===== config.mk =====
export PLATFORM = sky130hd
export DESIGN_NAME = flashfifoStatus
export DESIGN_NICKNAME = d
export VERILOG_FILES = /design/src/rtl/flashfifo_pkg.sv /design/src/rtl/flashfifoDatapath.sv /design/src/rtl/flashfifoCtrl.sv /design/src/rtl/flashfifoStatus.sv
export SDC_FILE = /design/constraint.sdc
export NUM_CORES = 1
export LEC_CHECK = 0
export BUFFER_PORTS_ARGS = -buffer_cell sky130_fd_sc_hd__buf_2
export CAP_MARGIN = 30
export CORE_MARGIN = 4
export CORE_UTILIZATION = 40
export CTS_CLUSTER_SIZE = 20
export DETAILED_ROUTE_END_ITERATION = 8
export SETUP_SLACK_MARGIN = 0.2
export SYNTH_ARGS = -nofsm -noshare
export SYNTH_HDL_FRONTEND = slang
export SYNTH_SLANG_ARGS = --single-unit

===== constraint.sdc =====
create_clock -name clk -period 7.9 [get_ports clk]
set_input_delay 2.37 -clock clk [delete_from_list [all_inputs] [get_ports clk]]
set_output_delay 2.37 -clock clk [all_outputs]
set_load 0.02 [all_outputs]

===== src/rtl/flashfifo_pkg.sv =====
package flashfifo_pkg;
  localparam int RegW = 32;
  localparam logic [1:0] AddrCtrl  = 2'd0;
  localparam logic [1:0] AddrStat  = 2'd1;
  localparam logic [1:0] AddrClear = 2'd2;
  localparam logic [1:0] AddrData  = 2'd3;

  // strobes from control to datapath
  typedef struct packed {
    logic push;
    logic pushFromBus;
    logic pop;
    logic flush;
  } fifoStrobes_t;
endpackage


===== src/rtl/flashfifoDatapath.sv =====
module flashfifoDatapath
  import flashfifo_pkg::*;
#(
  parameter int DEPTH = 16,
  parameter int DATAW = 8,
  localparam int PTRW = (DEPTH > 1) ? $clog2(DEPTH) : 1,
  localparam int LVLW = $clog2(DEPTH + 1)
) (
  input  logic             clk,
  input  logic             rstN,
  input  fifoStrobes_t     strb,
  input  logic [DATAW-1:0] busData,
  input  logic [DATAW-1:0] seqData,
  output logic [DATAW-1:0] headData,
  output logic [LVLW-1:0]  level,
  output logic             full,
  output logic             empty
);
  logic [PTRW-1:0]  wrPtr, rdPtr;
  logic [DATAW-1:0] store [DEPTH];
  logic [DATAW-1:0] pushData;
  logic             doPush, doPop;

  assign pushData = strb.pushFromBus ? busData : seqData;
  assign doPush   = strb.push && !strb.flush;
  assign doPop    = strb.pop && !strb.flush;
  assign full     = (level == LVLW'(DEPTH));
  assign empty    = (level == '0);
  assign headData = store[rdPtr];

  function automatic logic [PTRW-1:0] nextPtr(input logic [PTRW-1:0] p);
    return (p == PTRW'(DEPTH - 1)) ? '0 : p + 1'b1;
  endfunction

  for (genvar e = 0; e < DEPTH; e++) begin : g_entry
    always_ff @(posedge clk) begin
      if (!rstN) store[e] <= '0;
      else if (doPush && wrPtr == PTRW'(e)) store[e] <= pushData;
    end
  end

  always_ff @(posedge clk) begin
    if (!rstN || strb.flush) begin
      wrPtr <= '0;
      rdPtr <= '0;
      level <= '0;
    end else begin
      if (doPush) wrPtr <= nextPtr(wrPtr);
      if (doPop)  rdPtr <= nextPtr(rdPtr);
      case ({doPush, doPop})
        2'b10:   level <= level + 1'b1;
        2'b01:   level <= level - 1'b1;
        default: level <= level;
      endcase
    end
  end

  p_no_overflow_r9: assert property (@(posedge clk) disable iff (!rstN)
    doPush && !doPop |-> !full);
  p_no_underflow_r9: assert property (@(posedge clk) disable iff (!rstN)
    doPop |-> !empty);
  p_level_bound_r2: assert property (@(posedge clk) disable iff (!rstN)
    level <= LVLW'(DEPTH));
endmodule


===== src/rtl/flashfifoCtrl.sv =====
module flashfifoCtrl
  import flashfifo_pkg::*;
#(
  parameter int DEPTH = 16,
  parameter int DATAW = 8,
  localparam int LVLW = $clog2(DEPTH + 1)
) (
  input  logic             clk,
  input  logic             rstN,
  input  logic             regWrEn,
  input  logic             regRdEn,
  input  logic [1:0]       regAddr,
  input  logic [RegW-1:0]  regWdata,
  output logic [RegW-1:0]  regRdata,
  input  logic             seqReadDir,
  input  logic             seqActive,
  input  logic             seqInValid,
  output logic             seqInReady,
  output logic             seqOutValid,
  input  logic             seqOutReady,
  input  logic             seqDone,
  input  logic             seqError,
  output logic             seqAbort,
  output logic             irq,
  input  logic [DATAW-1:0] headData,
  input  logic [LVLW-1:0]  level,
  input  logic             full,
  input  logic             empty,
  output fifoStrobes_t     strb
);
  logic       enBit, abortBit, errFlag, doneFlag;
  logic [4:0] thr, ie;
  logic       gate, ctrlWr, clrWr, dataWr, dataRd;
  logic       busPush, busPop, seqPush, seqPop;
  logic [6:0] lvlX, freeX, thrX;
  logic       thrFlag, busy;
  logic [4:0] flagVec;

  assign ctrlWr = regWrEn && regAddr == AddrCtrl;
  assign clrWr  = regWrEn && regAddr == AddrClear;
  assign dataWr = regWrEn && regAddr == AddrData;
  assign dataRd = regRdEn && regAddr == AddrData;
  assign gate   = enBit && !abortBit;

  assign seqInReady  = gate && seqReadDir && !full;
  assign seqOutValid = gate && !seqReadDir && !empty;
  assign seqAbort    = abortBit;

  assign seqPush = seqInValid && seqInReady;
  assign seqPop  = seqOutValid && seqOutReady;
  assign busPush = dataWr && gate && !seqReadDir && !full;
  assign busPop  = dataRd && gate && seqReadDir && !empty;

  always_comb begin
    strb.push        = busPush || seqPush;
    strb.pushFromBus = !seqReadDir;
    strb.pop         = busPop || seqPop;
    strb.flush       = !gate;
  end

  // control register
  always_ff @(posedge clk) begin
    if (!rstN) begin
      enBit    <= 1'b0;
      abortBit <= 1'b0;
      thr      <= '0;
      ie       <= '0;
    end else begin
      if (ctrlWr) begin
        enBit <= regWdata[0];
        thr   <= regWdata[12:8];
        ie    <= regWdata[20:16];
      end
      if (ctrlWr && regWdata[1]) abortBit <= 1'b1;
      else if (abortBit && !seqActive) abortBit <= 1'b0;
    end
  end

  // sticky flags, set wins over clear
  always_ff @(posedge clk) begin
    if (!rstN) begin
      errFlag  <= 1'b0;
      doneFlag <= 1'b0;
    end else begin
      if (seqError) errFlag <= 1'b1;
      else if (clrWr && regWdata[0]) errFlag <= 1'b0;
      if (seqDone) doneFlag <= 1'b1;
      else if (clrWr && regWdata[1]) doneFlag <= 1'b0;
    end
  end

  assign lvlX    = 7'(level);
  assign freeX   = 7'(DEPTH) - lvlX;
  assign thrX    = 7'(thr);
  assign thrFlag = seqReadDir ? (lvlX > thrX) : (freeX > thrX);
  assign busy    = seqActive || !empty;
  assign flagVec = {2'b00, thrFlag, doneFlag, errFlag};
  assign irq     = |(flagVec & ie);

  always_comb begin
    regRdata = '0;
    case (regAddr)
      AddrCtrl: begin
        regRdata[0]     = enBit;
        regRdata[1]     = abortBit;
        regRdata[12:8]  = thr;
        regRdata[20:16] = ie;
      end
      AddrStat: begin
        regRdata[4:0]  = flagVec;
        regRdata[5]    = busy;
        regRdata[13:8] = 6'(level);
      end
      AddrData:
        if (gate && seqReadDir && !empty) regRdata[DATAW-1:0] = headData;
      default: regRdata = '0;
    endcase
  end

  p_done_set_r5: assert property (@(posedge clk) disable iff (!rstN)
    seqDone |=> doneFlag);
  p_done_sticky_r5: assert property (@(posedge clk) disable iff (!rstN)
    doneFlag && !(clrWr && regWdata[1]) |=> doneFlag);
  p_abort_no_err_r7: assert property (@(posedge clk) disable iff (!rstN)
    abortBit && !errFlag && !seqError |=> !errFlag);
  p_abort_release_r7: assert property (@(posedge clk) disable iff (!rstN)
    abortBit && !seqActive && !(ctrlWr && regWdata[1]) |=> !abortBit);
  p_off_no_xfer_r8: assert property (@(posedge clk) disable iff (!rstN)
    !enBit |-> !strb.push && !strb.pop);
endmodule


===== src/rtl/flashfifoStatus.sv =====
module flashfifoStatus
  import flashfifo_pkg::*;
#(
  parameter int DEPTH = 16,
  parameter int DATAW = 8,
  localparam int LVLW = $clog2(DEPTH + 1)
) (
  input  logic             clk,
  input  logic             rstN,
  input  logic             regWrEn,
  input  logic             regRdEn,
  input  logic [1:0]       regAddr,
  input  logic [31:0]      regWdata,
  output logic [31:0]      regRdata,
  input  logic             seqReadDir,
  input  logic             seqActive,
  input  logic             seqInValid,
  input  logic [DATAW-1:0] seqInData,
  output logic             seqInReady,
  output logic             seqOutValid,
  output logic [DATAW-1:0] seqOutData,
  input  logic             seqOutReady,
  input  logic             seqDone,
  input  logic             seqError,
  output logic             seqAbort,
  output logic             irq
);
  fifoStrobes_t     strb;
  logic [DATAW-1:0] headData;
  logic [LVLW-1:0]  level;
  logic             full, empty;

  assign seqOutData = headData;

  flashfifoCtrl #(.DEPTH(DEPTH), .DATAW(DATAW)) ctrl_i (
    .clk(clk), .rstN(rstN), .regWrEn(regWrEn), .regRdEn(regRdEn),
    .regAddr(regAddr), .regWdata(regWdata), .regRdata(regRdata),
    .seqReadDir(seqReadDir), .seqActive(seqActive),
    .seqInValid(seqInValid), .seqInReady(seqInReady),
    .seqOutValid(seqOutValid), .seqOutReady(seqOutReady),
    .seqDone(seqDone), .seqError(seqError), .seqAbort(seqAbort),
    .irq(irq), .headData(headData), .level(level), .full(full),
    .empty(empty), .strb(strb)
  );

  flashfifoDatapath #(.DEPTH(DEPTH), .DATAW(DATAW)) dp_i (
    .clk(clk), .rstN(rstN), .strb(strb), .busData(regWdata[DATAW-1:0]),
    .seqData(seqInData), .headData(headData), .level(level),
    .full(full), .empty(empty)
  );

  p_flush_empties_r7: assert property (@(posedge clk) disable iff (!rstN)
    strb.flush |=> empty);
endmodule


==> results of run 1 <==
-- cells in the mapped netlist (15+ instances only) --
cell type / count / area (um^2)
mux2i_1: 22 / 220
ha_1: 20 / 250
o21ai_0: 25 / 125
clkbuf_1: 21 / 78.8
mux4_2: 37 / 833
a21oi_1: 15 / 75.1
nand2_1: 57 / 214
edfxtp_1: 128 / 3840
inv_1: 15 / 56.3
buf_4: 17 / 128
nor2_1: 146 / 548
dfxtp_1: 31 / 621
-- worst max path at each step --
stage	slack, ps	to	depth (start not counted)
CTS	1920	regRdata[2]	7
finish	1960	regRdata[2]	7
global route	1820	regRdata[2]	7
detailed placement	1930	regRdata[2]	7
global placement	1920	regRdata[2]	7
floorplan	1990	regRdata[3]	5
-- worst max-delay path: stages --
cell,delay [ps]
buf_2,380
nand3_1,120
nor3_1,160
buf_4,210
nand2_1,60
o31ai_1,70
buf_2,210
-- report_power, final --
group	leakage [nW]	switching (mW)	internal [mW]	total [mW]
logic	1.53	0.0746	0.0402	0.115
clock network	0.271	0.342	0.446	0.788
registers	1.50	0.00959	0.934	0.944
total	3.30	0.426	1.42	1.85
-- per-layer routing --
| metal | vias up | GRT usage | wire [um] |
|---|---|---|---|
| met2 | 138 | 0.299 | 9490 |
| li1 | 2412 | - | - |
| met1 | 2636 | 0.236 | 8000 |
| met5 | - | 0 | 13 |
| met4 | 2 | 0.0790 | 567 |
| met3 | 39 | 0.0339 | 980 |
-- sequential cells by signal (all words and copies together), names as in the netlist, named ones only --
register	count
ctrl_i.doneFlag	1
ctrl_i.enBit	1
ctrl_i.errFlag	1
ctrl_i.ie	5
ctrl_i.seqAbort	1
ctrl_i.thr	5
dp_i.level	5
dp_i.rdPtr	4
dp_i.store	128
dp_i.wrPtr	4
-- per-stage QoR --
stage          power, mW  cell area, um^2
3_3_place_gp        1.07             8350
4_1_cts             1.86             8920
3_5_place_dp        1.08             8350
5_1_grt             1.90             8930
2_1_floorplan       1.03             7750
6_report            1.85             8930
-- cell families (layout without fill, tap and decap cells) --
kind of cell	after synthesis	count (layout)
and+or+nand+nor	255	255
DFF	159	159
AOI/OAI and AO/OA	70	70
buffers and inverters	62	140
muxes	61	61
adders and majority gates	20	20
xor gates and xnor gates	8	8
other	1	14
-- layout make-up --
class                   count  share of cell area
clock buffers              18              0.0492
flip-flops and latches    159               0.500
repair buffers             93              0.0594
well taps                 260              0.0364
multi-input cells         428               0.334
inverters                  15             0.00631
clock inverters            14              0.0147
==> run summary, run 1 <==
The flow ran to the end, and the final reports show no timing, DRC or antenna violations. Count of distinct cell types in the synthesized netlist: 45. The sink count of the clock tree is 159. After filler insertion, the fill cell instance count of the layout stands at 1,681. The floorplan has 50 rows.

The worst register-to-register path has a depth of 14. The tools report the final antenna-violating net count as 0. The element type at the critical path end was a primary output. The floorplan step defined a die boundary enclosing 21,500 um^2.

The final number of setup-violating endpoints was 0. Global routing finished with a remaining overflow of 0. The simple-gate area share of the yosys netlist works out to 0.142. Clock latency reported for the late side of the worst-skew pair: 430 ps. The most common cell after layout, fill and taps aside was nor2_1.

Detailed placement ended at an HPWL of 13,200 um. The count of buffers inserted at the top-level ports was 67; the count of endpoints failing hold in the final timing report was 0. Counting the buffers created by CTS gives 17.

The utilization of the core after routing is 0.474, and the H-tree depth is 4. The worst-case clock buffer depth is 2. The tools report the clock tree root driver cell as clkbuf_16. The analysis attributes to cell leakage a power of 3.30 nW. The detailed-route vias per instance came out at 5.30.

For the final database, setup skew stands at 10.0 ps. The total global routing track utilization was 0.181. The startpoint identified for the worst hold timing path is ctrl_i.ie[2].

The tools report the initial antenna violation count as 1. TritonCTS built the clock tree. For this design the ratio of total power to cell area is 207 nW/um^2. First-pass GRT wire length: 29,700 um.

The synthesized design contains 128 enable-type register cells. The area share of xor/xnor cells in the synthesized design was 0.00910; the area occupied by registers was 4470 um^2. After the last flow step, the layout net total stands at 786.

The repair_antennas step left the layout with diodes totalling 0. Including well taps, the total number of placed cells is 954. The worst register-to-register path begins at dp_i.level[1]. The total area of multi-input combinational cells is 2980 um^2, and the largest net degree at the start of global routing is 36. For the worst setup path, the data arrival time is 3570 ps.

The post-layout minimum cycle time is 5940 ps. The worst-path maximum fanout was 17; the area of the core region was 18,800 um^2. The run gives 7700 um^2 as the cell area after technology mapping. The routed design has 19,000 um of wire.

The worst hold path terminates at ctrl_i.ie[2]. Routability-driven placement finished with a final weighted congestion of 0.835. In this run the vertical extent of the chip is 147 um. The hold-fix buffer count after cts was 0; the number of instances in the synthesized netlist was 636. Final setup slack of the worst path: 1960 ps. Register area share after synthesis: 0.580.

The post-synthesis compound-gate area fraction is 0.0573. The top-level I/O count was 96; the layout overhead on the synthesized area was 15.9%. Post-CTS repair changed the size of 0 cells. Average wire per standard cell: 19.3 um.

At the worst endpoint, the required time is 5530 ps. Number of pins exceeding their max-slew limit in the final report: 0. Along the worst hold path, the cell count comes to 2. After synthesis, the largest family of logic cells by area is simple AND/OR/NAND/NOR gates.

Setup total negative slack on the finished layout was measured at 0 ps. The total vias in the final route was 5,227; the share of flip-flops with an asynchronous set or reset was 0. The top cell types in the final layout, fill and taps aside, are nor2_1, edfxtp_1, buf_2.

STA classifies the critical path startpoint as an input pin. The tools report the largest vdd supply drop as 0.126 mV. Clock-pin slew on the worst setup and hold paths: 60 ps.

The min-delay analysis places its worst path in the category register to register. The arithmetic-cell share of the synthesized area counting full adders, half adders and majority gates was 0.0325; the fraction of layout cells with a size suffix above 1 was 0.231. The run gives 5,318 as the number of global-route vias before repair.

The remaining max-slew budget at the tightest pin is 0.338, and the number of maximum-capacitance violations is 0. The filler-free cell count of the finished design is 987. The logs give 168 MHz for the achievable clock frequency and 0 for the post-CTS setup buffer count.

Yosys printed 0 warnings. The most used flip-flop cell after synthesis is edfxtp_1. The ratio of final minimum period to clock period is 0.752, and the worst setup slack after placement is 1930 ps. The residual DRC count is 0. In this run the register-to-register setup slack is 3990 ps.

The critical path is of the input pin to primary output type. The first routing iteration left 423 violations. The share of synthesized area spent on multiplexers was 0.140.

After synthesis the netlist holds a flip-flop and latch count of 159. Number of iterations in the first detailed-routing pass: 5. The tightest hold path in the finished design has a slack of 479 ps.

The effective utilization at floorplan was 0.409. Tracing the worst setup path back leads to its startpoint at seqReadDir. The die outline width is 147 um, and the worst-margin pin slew is 987 ps. The terminus of the critical flop-to-flop path is dp_i.level[4]. Setup repair after global routing left no endpoint under its margin. Dividing the synthesized area by the synthesized cell count gives 12.1 um^2.
No activity file was read; power rests on OpenSTA's default activity.
==> inputs of run 2 (changes only) <==
clock period = 5.2 ns   (was 7.9 ns; I/O delays follow)
==> run summary, run 2 (synthesis gave the netlist of run 1 again) <==
The vertical die dimension is 147 um (unchanged). Commonest cells after routing, fill and taps aside: nor2_1, edfxtp_1, buf_2 (unchanged). The run gives 50 (unchanged) as the number of rows in the core area. The largest register by flop count was dp_i.store (unchanged). The detailed-route vias per instance was 5.23 (was 5.30). Startpoint type of the worst setup path: a register (was an input pin). The post-cts gate resize count was 0 (unchanged).

Arrival time of the worst setup path: 3130 ps (was 3570 ps). The count of routing violations after the opening detailed-route iteration was 449 (was 423). The hold path startpoint is ctrl_i.ie[3] (was ctrl_i.ie[2]). Setup repair after global routing left no endpoint under its margin. The run gives 2 (unchanged) as the worst-case clock buffer depth. The post-CTS setup buffer count is 0 (unchanged), and the routability-driven placement congestion ratio is 0.825 (was 0.835). The final setup skew was 12.8 ps (was 10.0 ps).

The clock-pin slew on the worst setup and hold paths was 60 ps (about the same). Kind of critical path: register to primary output (was input pin to primary output). The run gives 0 (unchanged) as the hold-fix buffer count after cts. The average wire per standard cell was 18.8 um (was 19.3 um). The logs give 18,800 um^2 (unchanged) for the area of the core region and 28,900 um (was 29,700 um) for the first-pass GRT wire length. The worst-path maximum fanout is 7 (was 17), and the count of buffers inserted at the top-level ports is 67 (unchanged).

For the number of iterations in the first detailed-routing pass, the log shows 5 (unchanged). The number of fill cells in the layout is 1,672 (was 1,681). The reg-to-reg critical path startpoint was dp_i.level[1] (unchanged). The die outline width was 147 um (unchanged); the clock latency reported for the late side of the worst-skew pair was 430 ps (about the same).

Initial antenna violation count: 0 (was 1). The clock tree root driver cell was clkbuf_16 (unchanged). The tools report the cell count after placement as 958 (was 954). Total global routing track utilization: 0.176 (was 0.181).

The terminus of the critical flop-to-flop path was dp_i.level[4] (unchanged). The die outline area is 21,500 um^2 (unchanged), and the number of global-route vias before repair is 5,225 (was 5,318). The number of cells on the worst hold path was 2 (unchanged). After layout, the minimum clock period comes to 4690 ps. The top-level I/O count is 96 (unchanged).

The tools report the count of antenna diodes in the layout as 0 (unchanged). The hold path endpoint is ctrl_i.ie[3] (was ctrl_i.ie[2]). The H-tree depth came out at 4 (unchanged). Path category of the worst min-delay check: register to register (unchanged). For the number of CTS-inserted buffers, the log shows 17 (unchanged). Area occupied by registers: 4470 um^2 (unchanged). The layout overhead on the synthesized area was 16.6% (was 15.9%); the ratio of final minimum period to clock period was 0.902.

The run gives 3640 ps (was 5530 ps) as the critical path data required time. The logs give 18,600 um (was 19,000 um) for the final routed wirelength across all metal layers and 789 (was 786) for the number of nets in the layout. The detailed placement HPWL came out at 13,000 um (was 13,200 um).

Flop-to-flop setup slack: 1680 ps (was 3990 ps). The total vias in the final route is 5,178 (was 5,227), and the largest net degree at the start of global routing is 36 (unchanged). The run gives 0 ps (unchanged) as the summed negative setup slack over all endpoints.

Largest vdd supply drop: 0.181 mV (was 0.126 mV). The fraction of layout cells with a size suffix above 1 is 0.229 (was 0.231). The worst-margin pin slew works out to 811 ps (was 987 ps). Final antenna-violating net count: 0 (unchanged).

TritonCTS built the clock tree. The static leakage was 3.32 nW (was 3.30 nW). The number of pins exceeding their max-slew limit in the final report is 0 (unchanged). The final number of setup-violating endpoints is 0 (unchanged), and the number of flip-flops in the largest register is 128 (unchanged).

For this run, the top clock speed supported by timing is 213 MHz. The effective utilization at floorplan came out at 0.409 (unchanged). The logs give 0.459 (was 0.338) for the remaining max-slew budget at the tightest pin and 0 (unchanged) for the residual DRC count. The count of endpoints failing hold in the final timing report was 0 (unchanged); the depth of the most critical reg-to-reg path was 15 (was 14).

The flow ran to the end, and the final reports show no timing, DRC or antenna violations. The filler-free cell count of the finished design was 990 (was 987). The power density relative to cell area was 314 nW/um^2 (was 207 nW/um^2).

The most common cell after layout, fill and taps aside was nor2_1 (unchanged). The number of maximum-capacitance violations came out at 0 (unchanged). The element type at the critical path end was a primary output (unchanged). The total area of multi-input combinational cells is 2980 um^2 (unchanged). The final global-route overflow total is 0 (unchanged), and the sink count of the clock tree is 159 (unchanged).
run 2: changes by cell type in the layout (fill, tap and decap cells not counted):
cell	change
buf_4	+2
o21ai_1	-2
o21ai_0	+2
inv_6	-5
clkbuf_1	+4
buf_12	+1
clkinv_4	-1
clkbuf_16	+2
run 2: layer usage:
metal  share of wire  up-vias  track usage  wire length, um
met3           0.051       27       0.0271              956
met2            0.49      158        0.285             9150
met4           0.024        0       0.0720              444
met5               0        -            0                0
li1                -     2418            -                -
met1            0.43     2575        0.240             8030
run 2: worst max-delay path by stage:
stage,start,end,slack (ps)
finish,dp_i.level[1],regRdata[2],510
global route,dp_i.level[1],irq,220
CTS,dp_i.level[1],irq,480
detailed placement,seqReadDir,dp_i.level[4],710
global placement,seqReadDir,dp_i.level[4],820
floorplan,seqReadDir,regRdata[3],910
run 2: area by class of cell:
type                       instances  area share
timing repair buffer              96      0.0630
multi-input combinational        428       0.332
tap                              260      0.0362
clock inverter                     8     0.00878
sequential                       159       0.497
clock buffer                      24      0.0562
inverter                          15     0.00627
run 2: power breakdown:
group	internal [mW]	leakage [nW]	switching (mW)
clock	0.728	0.273	0.479
sequential	1.42	1.50	0.0147
combinational	0.0616	1.55	0.112
total	2.21	3.32	0.606
run 2: per-stage QoR:
stage | power [mW] | setup slack, ps | hold WS (ps) | area (um^2) | util
finish | 2.82 | 508 | 472 | 8980 | 0.477
global route | 2.90 | 216 | 514 | 8980 | 0.477
CTS | 2.83 | 475 | 474 | 8980 | 0.477
detailed placement | 1.64 | 713 | 467 | 8390 | 0.446
global placement | 1.63 | 824 | 452 | 8390 | 0.446
floorplan | 1.56 | 907 | 439 | 7750 | -
run 2: critical path, stage by stage, from the launching register on:
cell and delay [ps]:
dfxtp_1 480, inv_1 100, ha_1 210, nor3b_1 170
ha_1 300, inv_1 40, ha_1 280, a21o_1 200
mux2i_1 130, a21oi_1 60, a211oi_1 470, o31ai_1 110
buf_2 170
==> inputs of run 3 (changes only) <==
SYNTH_HIERARCHICAL = 1   (was default)
==> run summary, run 3 <==
The die outline width is 149 um (was 147 um). The depth of the most critical reg-to-reg path was 13 (was 15); the final setup skew was 10.0 ps (was 12.8 ps). The number of buffer and inverter instances along the worst setup path is 3 (unchanged). Setup repair after global routing left no endpoint under its margin.

The share of synthesized area spent on multiplexers works out to 0.150 (was 0.140). Most area-hungry cell type in the Yosys netlist: edfxtp_1 (unchanged). The clock-pin slew on the worst setup and hold paths works out to 60 ps (about the same).

For the sink count of the clock tree, the log shows 159 (unchanged). For the remaining max-slew budget at the tightest pin, the log shows 0.575 (was 0.459). The run gives 0.407 (was 0.409) as the effective utilization at floorplan.

Critical path's slowest cell: nor3_4 (was dfxtp_1). The share of Yosys cell area claimed by the top area cell type was 0.485 (was 0.499). The run gives 4 (unchanged) as the H-tree depth. The most common cell after layout, fill and taps aside was nor2_1 (unchanged).

Path category of the worst min-delay check: register to register (unchanged). The achievable clock frequency is 219 MHz (was 213 MHz). Element type at the critical path end: a primary output (unchanged). The run gives 51 (was 50) as the number of rows in the core area. Worst-path maximum fanout: 13 (was 7).

The area of the core region came out at 19,500 um^2 (was 18,800 um^2). The largest incremental delay on the critical path came out at 350 ps (was 480 ps). The yosys synthesis warning count was 6 (was 0); the post-layout minimum cycle time was 4570 ps (was 4690 ps).

Top cells by area, synth: edfxtp_1, mux4_1, dfxtp_1 (was edfxtp_1, mux4_2, dfxtp_1). The power density relative to cell area works out to 305 nW/um^2 (was 314 nW/um^2). The number of instances in the synthesized netlist was 642 (was 636); the share of flip-flops with an asynchronous set or reset was 0 (unchanged). The final number of setup-violating endpoints is 0 (unchanged), and the vertical die dimension is 149 um (was 147 um).

The run finished with clean final reports. The run gives 420 ps (was 430 ps) as the clock latency reported for the late side of the worst-skew pair. The tools report the terminus of the critical flop-to-flop path as dp_i/level[4] (was dp_i.level[4]). For the register area share after synthesis, the log shows 0.563 (was 0.580).

The die outline area was 22,100 um^2 (was 21,500 um^2). For the top-level I/O count, the log shows 96 (unchanged). The reg-to-reg critical path startpoint is dp_i/level[2] (was dp_i.level[1]). The simple-gate area share of the yosys netlist works out to 0.151 (was 0.142). The routability-driven placement congestion ratio came out at 0.828 (was 0.825). The tools report the total global routing track utilization as 0.176 (about the same). Ordered list of cells on the worst path: buf_2 -> nand3_1 -> nor3_4 -> buf_4 -> nand2_1 -> o21ai_0 -> buf_2 (was inv_1 -> ha_1 -> nor3b_1 -> ha_1 -> inv_1 -> ha_1 -> a21o_1 -> mux2i_1 -> a21oi_1 -> a211oi_1 -> o31ai_1 -> buf_2). Summed negative setup slack over all endpoints: 0 ps (unchanged). The count of distinct cell types in the synthesized netlist is 64 (was 45), and the final global-route overflow total is 0 (unchanged). The number of iterations in the first detailed-routing pass is 4 (was 5). The top flip-flop cell by instance count after synthesis was edfxtp_1 (unchanged).

Commonest cells after routing, fill and taps aside: nor2_1, edfxtp_1, buf_2 (unchanged). The number of flip-flops in the largest register is 128 (unchanged), and the initial antenna violation count is 0 (unchanged). The logs give 18,800 um (was 18,600 um) for the final routed wirelength across all metal layers and 3010 ps (was 3130 ps) for the arrival time of the worst setup path. Arithmetic-cell share of the synthesized area counting full adders, half adders and majority gates: 0.0284 (was 0.0325). The number of CTS-inserted buffers is 17 (unchanged), and the number of pins exceeding their max-slew limit in the final report is 0 (unchanged). The kind of critical path was input pin to primary output (was register to primary output).

The post-CTS setup buffer count came out at 0 (unchanged). For the final design instance area without fill, the log shows 9150 um^2 (was 8980 um^2). The post-synthesis compound-gate area fraction came out at 0.0545 (was 0.0573). The number of global-route vias before repair is 5,259 (was 5,225). For the worst setup slack after placement, the log shows 562 ps (was 713 ps). The final antenna-violating net count is 0 (unchanged). The residual DRC count came out at 0 (unchanged). The combinational family with the most area after synthesis is simple AND/OR/NAND/NOR gates (unchanged).

Largest net degree at the start of global routing: 33 (was 36). The count of antenna diodes in the layout is 0 (unchanged), and the worst-case clock buffer depth is 2 (unchanged). The average cell area after synthesis is 12.3 um^2 (was 12.1 um^2), and the ratio of final minimum period to clock period is 0.878 (was 0.902). The layout overhead on the synthesized area is 15.5% (was 16.6%). The critical path data required time is 3640 ps (about the same), and the post-detailed-placement cell area is 8600 um^2 (was 8390 um^2). The tools report the largest vdd supply drop as 0.188 mV (was 0.181 mV). The final setup slack of the worst path came out at 634 ps (was 508 ps).

The fraction of layout cells with a size suffix above 1 works out to 0.211 (was 0.229). The startpoint type of the worst setup path was an input pin (was a register). The number of enable-type register cells in the synthesized netlist was 128 (unchanged). The cell with the most instances after synthesis was nor2_1 (unchanged). The number of logic stages on the critical path including buffering was 7 (was 12). The worst-margin pin slew is 637 ps (was 811 ps). The post-cts gate resize count is 0 (unchanged). The flop-to-flop setup slack is 1590 ps (was 1680 ps), and the total vias in the final route is 5,309 (was 5,178). The number of maximum-capacitance violations was 0 (unchanged); the area share of xor/xnor cells in the synthesized design was 0.00884 (was 0.00910). TritonCTS built the clock tree.

The average wire per standard cell was 18.8 um (about the same). The hold-fix buffer count after cts is 0 (unchanged). Largest register by flop count: dp_i/store (was dp_i.store).

The capturing instance or port of the critical path is regRdata[5] (was regRdata[2]). The number of nets in the layout is 797 (was 789), and the worst hold margin is 455 ps (was 472 ps). Worst setup path startpoint: regAddr[0] (was dp_i.level[1]). Gate family responsible for the most delay along the worst path: buffers and inverters (was compound AO/OA/AOI/OAI gates). Number of storage elements in the synthesis netlist: 159 (unchanged). The dominant cell type by count on the critical path is buf_2 (was ha_1). The cell area after technology mapping is 7930 um^2 (was 7700 um^2), and the detailed-route vias per instance is 5.29 (was 5.23). Commonest cells post-synth: nor2_1, edfxtp_1, nand2_1 (unchanged). The logs give 289 (was 449) for the count of routing violations after the opening detailed-route iteration and 29,600 um (was 28,900 um) for the first-pass GRT wire length.

The detailed placement HPWL is 13,200 um (was 13,000 um), and the count of buffers inserted at the top-level ports is 67 (unchanged). Static leakage: 3.46 nW (was 3.32 nW). Clock tree root driver cell: clkbuf_16 (unchanged).

For the count of endpoints failing hold in the final timing report, the log shows 0 (unchanged).
-- run 3: worst min-delay path, stage by stage, from the launching register on --
cell	delay (ps)
dfxtp_1	310
nand2_1	50
a21boi_1	50
-- run 3: final cells by class --
cell class	instances	area, um^2
clock buffer	18	429
multi-input combinational	437	3170
inverter	14	52.6
fill	1737	10300
timing repair buffer	98	581
clock inverter	13	126
tap	265	332
sequential	159	4470
-- run 3: metal layers --
layer / vias to the layer above / global-route usage / share of wire
met1: 2650 / 0.229 / 0.42
met5: - / 0 / 0
met4: 0 / 0.0577 / 0.019
li1: 2481 / - / -
met2: 155 / 0.293 / 0.49
met3: 23 / 0.0431 / 0.064
-- run 3: cell families (layout without fill, tap and decap cells) --
group           count (synthesis)  after routing
compound gates                 66             66
fa+ha+maj                      18             18
buf+inv                        59            143
mux                            60             60
simple gates                  271            271
other cells                     1             14
xor+xnor                        8              8
flops                         159            159
-- run 3: how the worst min path moves through the flow --
| stage | from | end | slack [ps] | depth (start not counted) |
|---|---|---|---|---|
| final | ctrl_i/ie[4] | ctrl_i/ie[4] | 450 | 2 |
| after global placement | ctrl_i/ie[3] | ctrl_i/ie[3] | 440 | 2 |
| after global routing | ctrl_i/ie[4] | ctrl_i/ie[4] | 470 | 2 |
| after floorplan | ctrl_i/ie[3] | ctrl_i/ie[3] | 430 | 2 |
| after CTS | ctrl_i/ie[3] | ctrl_i/ie[3] | 460 | 2 |
| after detailed placement | ctrl_i/ie[3] | ctrl_i/ie[3] | 450 | 2 |
-- run 3: power by group --
part           internal [mW]  switching (mW)
sequential              1.42          0.0144
clock                  0.665           0.520
combinational         0.0619           0.112
total                   2.15           0.646
-- run 3: metrics by stage --
stage                      util  std cells  total power, mW
final                     0.470       1004             2.79
after global routing      0.470       1004             2.89
after CTS                 0.470       1004             2.82
after global placement    0.442        973             1.63
after floorplan               -        655             1.56
after detailed placement  0.442        973             1.63
